`src/rtl/cla_pkg.sv`:
```
package cla_pkg;
  // generate/propagate pair reported by a span of bits
  typedef struct packed {
    logic gen;
    logic prop;
  } gp_pair_t;
endpackage

```
`src/rtl/cla_pg_cell.sv`:
```
module cla_pg_cell #(
  parameter int W = 4
) (
  input  logic [W-1:0] a,
  input  logic [W-1:0] b,
  output logic [W-1:0] gen,
  output logic [W-1:0] prop
);
  for (genvar i = 0; i < W; i++) begin : g_bit
    assign gen[i]  = a[i] & b[i];
    assign prop[i] = a[i] | b[i];
  end
endmodule

```
`src/rtl/cla_carry_net.sv`:
```
module cla_carry_net #(
  parameter int N = 4
) (
  input  logic [N-1:0] gen,
  input  logic [N-1:0] prop,
  input  logic         cin,
  output logic [N:0]   carry,
  output logic         span_gen,
  output logic         span_prop
);
  // every carry is a flat OR of products; no term reads a lower carry
  always_comb begin
    logic acc;
    logic run;
    carry[0] = cin;
    for (int j = 0; j < N; j++) begin
      acc = 1'b0;
      for (int k = 0; k <= j; k++) begin
        run = gen[k];
        for (int m = k + 1; m <= j; m++) run = run & prop[m];
        acc = acc | run;
      end
      run = cin;
      for (int m = 0; m <= j; m++) run = run & prop[m];
      carry[j+1] = acc | run;
    end
  end

  always_comb begin
    logic acc;
    logic run;
    acc = 1'b0;
    for (int k = 0; k < N; k++) begin
      run = gen[k];
      for (int m = k + 1; m < N; m++) run = run & prop[m];
      acc = acc | run;
    end
    span_gen = acc;
  end

  assign span_prop = &prop;

  // flat expansion agrees with the one-step recurrence at each position
  for (genvar j = 0; j < N; j++) begin : g_chk
    always_comb begin

      carry_ripple_chk: assert (carry[j+1] == (gen[j] | (prop[j] & carry[j])))
        else $error("carry %0d breaks recurrence", j + 1);
    end
  end

  // top carry agrees with the span pair computed separately
  always_comb begin

    span_pair_chk: assert (carry[N] == (span_gen | (span_prop & cin)))
      else $error("span pair disagrees with top carry");
  end
endmodule

```
`src/rtl/cla_group.sv`:
```
module cla_group
  import cla_pkg::*;
#(
  parameter int W = 4
) (
  input  logic [W-1:0] a,
  input  logic [W-1:0] b,
  input  logic         cin,
  output logic [W-1:0] sum,
  output gp_pair_t     gp
);
  logic [W-1:0] bit_gen;
  logic [W-1:0] bit_prop;
  logic [W:0]   c;
  logic         sg;
  logic         sp;

  cla_pg_cell #(.W(W)) u_pg (
    .a    (a),
    .b    (b),
    .gen  (bit_gen),
    .prop (bit_prop)
  );

  cla_carry_net #(.N(W)) u_net (
    .gen       (bit_gen),
    .prop      (bit_prop),
    .cin       (cin),
    .carry     (c),
    .span_gen  (sg),
    .span_prop (sp)
  );

  assign sum     = a ^ b ^ c[W-1:0];
  assign gp.gen  = sg;
  assign gp.prop = sp;

  always_comb begin

    group_sum_chk: assert ({c[W], sum} == ({1'b0, a} + {1'b0, b} + {{W{1'b0}}, cin}))
      else $error("slice sum mismatch");
  end
endmodule

```
`src/rtl/cla_adder.sv`:
```
module cla_adder
  import cla_pkg::*;
#(
  parameter int GROUP_W = 4,
  parameter int GROUPS  = 4,
  localparam int WIDTH  = GROUP_W * GROUPS
) (
  input  logic [WIDTH-1:0] op_a,
  input  logic [WIDTH-1:0] op_b,
  input  logic             carry_in,
  output logic [WIDTH-1:0] sum,
  output logic             carry_out,
  output logic             blk_gen,
  output logic             blk_prop
);
  gp_pair_t [GROUPS-1:0] grp_gp;
  logic [GROUPS-1:0]     grp_gen;
  logic [GROUPS-1:0]     grp_prop;
  logic [GROUPS:0]       grp_c;

  for (genvar j = 0; j < GROUPS; j++) begin : g_slice
    cla_group #(.W(GROUP_W)) u_grp (
      .a   (op_a[j*GROUP_W +: GROUP_W]),
      .b   (op_b[j*GROUP_W +: GROUP_W]),
      .cin (grp_c[j]),
      .sum (sum[j*GROUP_W +: GROUP_W]),
      .gp  (grp_gp[j])
    );
    assign grp_gen[j]  = grp_gp[j].gen;
    assign grp_prop[j] = grp_gp[j].prop;
  end

  // second level: carries into all slices at once
  cla_carry_net #(.N(GROUPS)) u_top_net (
    .gen       (grp_gen),
    .prop      (grp_prop),
    .cin       (carry_in),
    .carry     (grp_c),
    .span_gen  (blk_gen),
    .span_prop (blk_prop)
  );

  assign carry_out = grp_c[GROUPS];

  always_comb begin

    full_add_chk: assert ({carry_out, sum} ==
                          ({1'b0, op_a} + {1'b0, op_b} + {{WIDTH{1'b0}}, carry_in}))
      else $error("adder result mismatch");

    blk_prop_chk: assert (blk_prop == (&(op_a | op_b)))
      else $error("block propagate mismatch");
  end
endmodule

```
`config.mk`:
```
export PLATFORM = sky130hd
export DESIGN_NAME = cla_adder
export DESIGN_NICKNAME = d
export VERILOG_FILES = /design/src/rtl/cla_pkg.sv /design/src/rtl/cla_pg_cell.sv /design/src/rtl/cla_carry_net.sv /design/src/rtl/cla_group.sv /design/src/rtl/cla_adder.sv
export SDC_FILE = /design/constraint.sdc
export NUM_CORES = 1
export LEC_CHECK = 0
export CAP_MARGIN = 20
export CORE_UTILIZATION = 42
export DETAILED_ROUTE_END_ITERATION = 6
export MAX_ROUTING_LAYER = met4
export PLACE_DENSITY_LB_ADDON = 0.2
export SETUP_SLACK_MARGIN = 0.5
export SLEW_MARGIN = 10
export SYNTH_ARGS = -nofsm -noshare
export SYNTH_HDL_FRONTEND = slang
export SYNTH_HIERARCHICAL = 1
export SYNTH_SLANG_ARGS = --single-unit
```
`constraint.sdc`:
```
create_clock -name vclk -period 2.9
set_input_delay 0.435 -clock vclk [all_inputs]
set_output_delay 0.435 -clock vclk [all_outputs]
set_load 0.005 [all_outputs]
```
==> impl_metrics.tcl <==
set metrics [dict create \
    min_delay_path_depth 3 \
    numPortBuffers 52 \
    status "complete, but fails checks" \
    insertedDiodeCount 0 \
    finalHoldWorstSlack_ns 1.35 \
    finalCritPeriodShare 1.00 \
    drv.max_cap_violation_count 0 \
    placed_area_mm2 0.00169 \
    final_net_count 237 \
    num_io_pins 52 \
    total_leakage_power_nw 1.03 \
    gr-usage-all-layers 0.241 \
    rsz_0062_raised_after_global_routing "true" \
    drt.antenna.violating_nets 0 \
    die-area_mm2 0.00253 \
    worstPathArrival_ns 2.47 \
    first_global_vias 1161 \
    clockPowerShare 0 \
    route.detailed.drc 0 \
    num_vias 1166 \
    max_clock_freq_ghz 0.344 \
    pin_count_of_the_biggest_net_entering_global_routing 4 \
    area_of_the_core_mm2 0.00221 \
    drt_first_iter_violations 23 \
    layout.area.seq_um2 0 \
    die_x_um 50.3 \
    cellPowerDensity_mw_per_mm2 223 \
    cp_max_fo 3 \
    crit_path_category "input pin to output pin" \
    syn_inst 107 \
    cp-start-kind "input pin" \
    layout_min_cycle_time_ns 2.91 \
    global_route_wire_length_before_repair_um 4690 \
    max_slew.worst_pin.slew_ns 0.206 \
    layout.sequential_cells 0 \
    synth_fp_nets 140 \
    finish.cell_count_without_fillers 230 \
    commonest_cells_after_routing_fill_and_taps_aside "buf_4, dlygate4sd2_1, xor3_1" \
    comb_power_share 1.000 \
    dpl_worst_slack_ns -0.787 \
    postLayoutCoreUtil 0.839 \
    total_number_of_yosys_warnings 6 \
    rows 17 \
    report.final.setup_viol 1 \
    timing.max_slew.rel_slack 0.862 \
    setup_slack_ns -0.00792 \
    place_hpwl_um 2120 \
    syn_area_per_cell_um2 9.14 \
    final-max-slew-violation-count 0 \
    violations "setup timing" \
    power.sequential.fraction 0 \
    area.growth.synth_to_final_pct 89.6 \
    cp_data_required_time_ns 2.47 \
    grt_antenna_before_repair 0 \
    dr.pass1.iters 4 \
    clock_buffer_count 0 \
    place_congestion 0.794 \
    hold_path.class "input pin to output pin" \
    layout_commonest_cell "buf_4" \
    fillerInstances 139 \
    starting_density_of_the_core 0.442 \
    final-hold-violation-count 0 \
    wl_per_cell_um 14.2 \
    grt_remaining_overflow 0 \
    power_switching_share 0.354 \
    design_area_mm2 0.00186 \
    wl_um 3270 \
    drt-vias-per-instance 5.07 \
    timing.critical_path.to_type "output pin" \
    switching_power_mw 0.147 \
    pint_mw 0.268 \
    dpl.cell_count 207 \
    final_layout_size_suffix_gt1_frac 0.614 \
    synth_area_um2 978 \
    irDropWorstVdd_mv 0.161 \
    die_h_um 50.3 \
]
-- metrics by stage --
| step | total power, mW | TNS [ns] |
|---|---|---|
| 2_1_floorplan | 0.189 | 0 |
| 3_3_place_gp | 0.380 | -4.76 |
| 3_5_place_dp | 0.390 | -5.41 |
| 4_1_cts | 0.378 | 0 |
| 5_1_grt | 0.440 | -0.192 |
| 6_report | 0.415 | -0.00792 |
-- worst paths after layout --
path                      from      end  slack, ns
worst min-delay path  op_b[15]  sum[15]       1.35
worst max-delay path   op_a[7]  sum[15]     -0.008
-- power by group through the flow --
| stage | Combinational, mW | Clock [mW] | Sequential [mW] |
|---|---|---|---|
| 6_report | 0.415 | 0 | 0 |
| 5_1_grt | 0.440 | 0 | 0 |
| 4_1_cts | 0.378 | 0 | 0 |
| 3_5_place_dp | 0.390 | 0 | 0 |
| 3_3_place_gp | 0.380 | 0 | 0 |
| 2_1_floorplan | 0.189 | 0 | 0 |
-- per-layer routing --
| metal | up-vias | wire length (um) | global-route usage |
|---|---|---|---|
| met2 | 39 | 1750 | 0.509 |
| met5 | - | 0 | - |
| met4 | 0 | 85 | 0.0381 |
| met3 | 10 | 133 | 0.0121 |
| met1 | 560 | 1300 | 0.238 |
| li1 | 557 | - | - |
-- worst max-delay path, cell delays in order --
cell           delay, ns
dlygate4sd2_1       0.26
or2_1               0.28
a21oi_2             0.15
o21ai_2             0.09
a21oi_2             0.15
inv_2               0.06
a21o_1              0.17
a21o_1              0.21
a21oi_2             0.15
inv_2               0.06
a21o_1              0.16
xor3_1              0.17
buf_2               0.13
-- cell type report --
cell class                      instances  area, um^2  area share
Inverter                                5        18.8      0.0101
Multi-Input combinational cell         89         938       0.506
Tap cell                               28        35.0      0.0189
Timing Repair Buffer                  108         863       0.465
-- repair_timing --
item,CTS,global route
setup endpoints to repair,18,14
hold buffers,0,0
endpoints found under the hold margin,0,0
gates resized for setup,119,24
setup buffers,19,4
pin swaps,40,14
gates cloned,0,0
(Power assumes the default switching activity.)
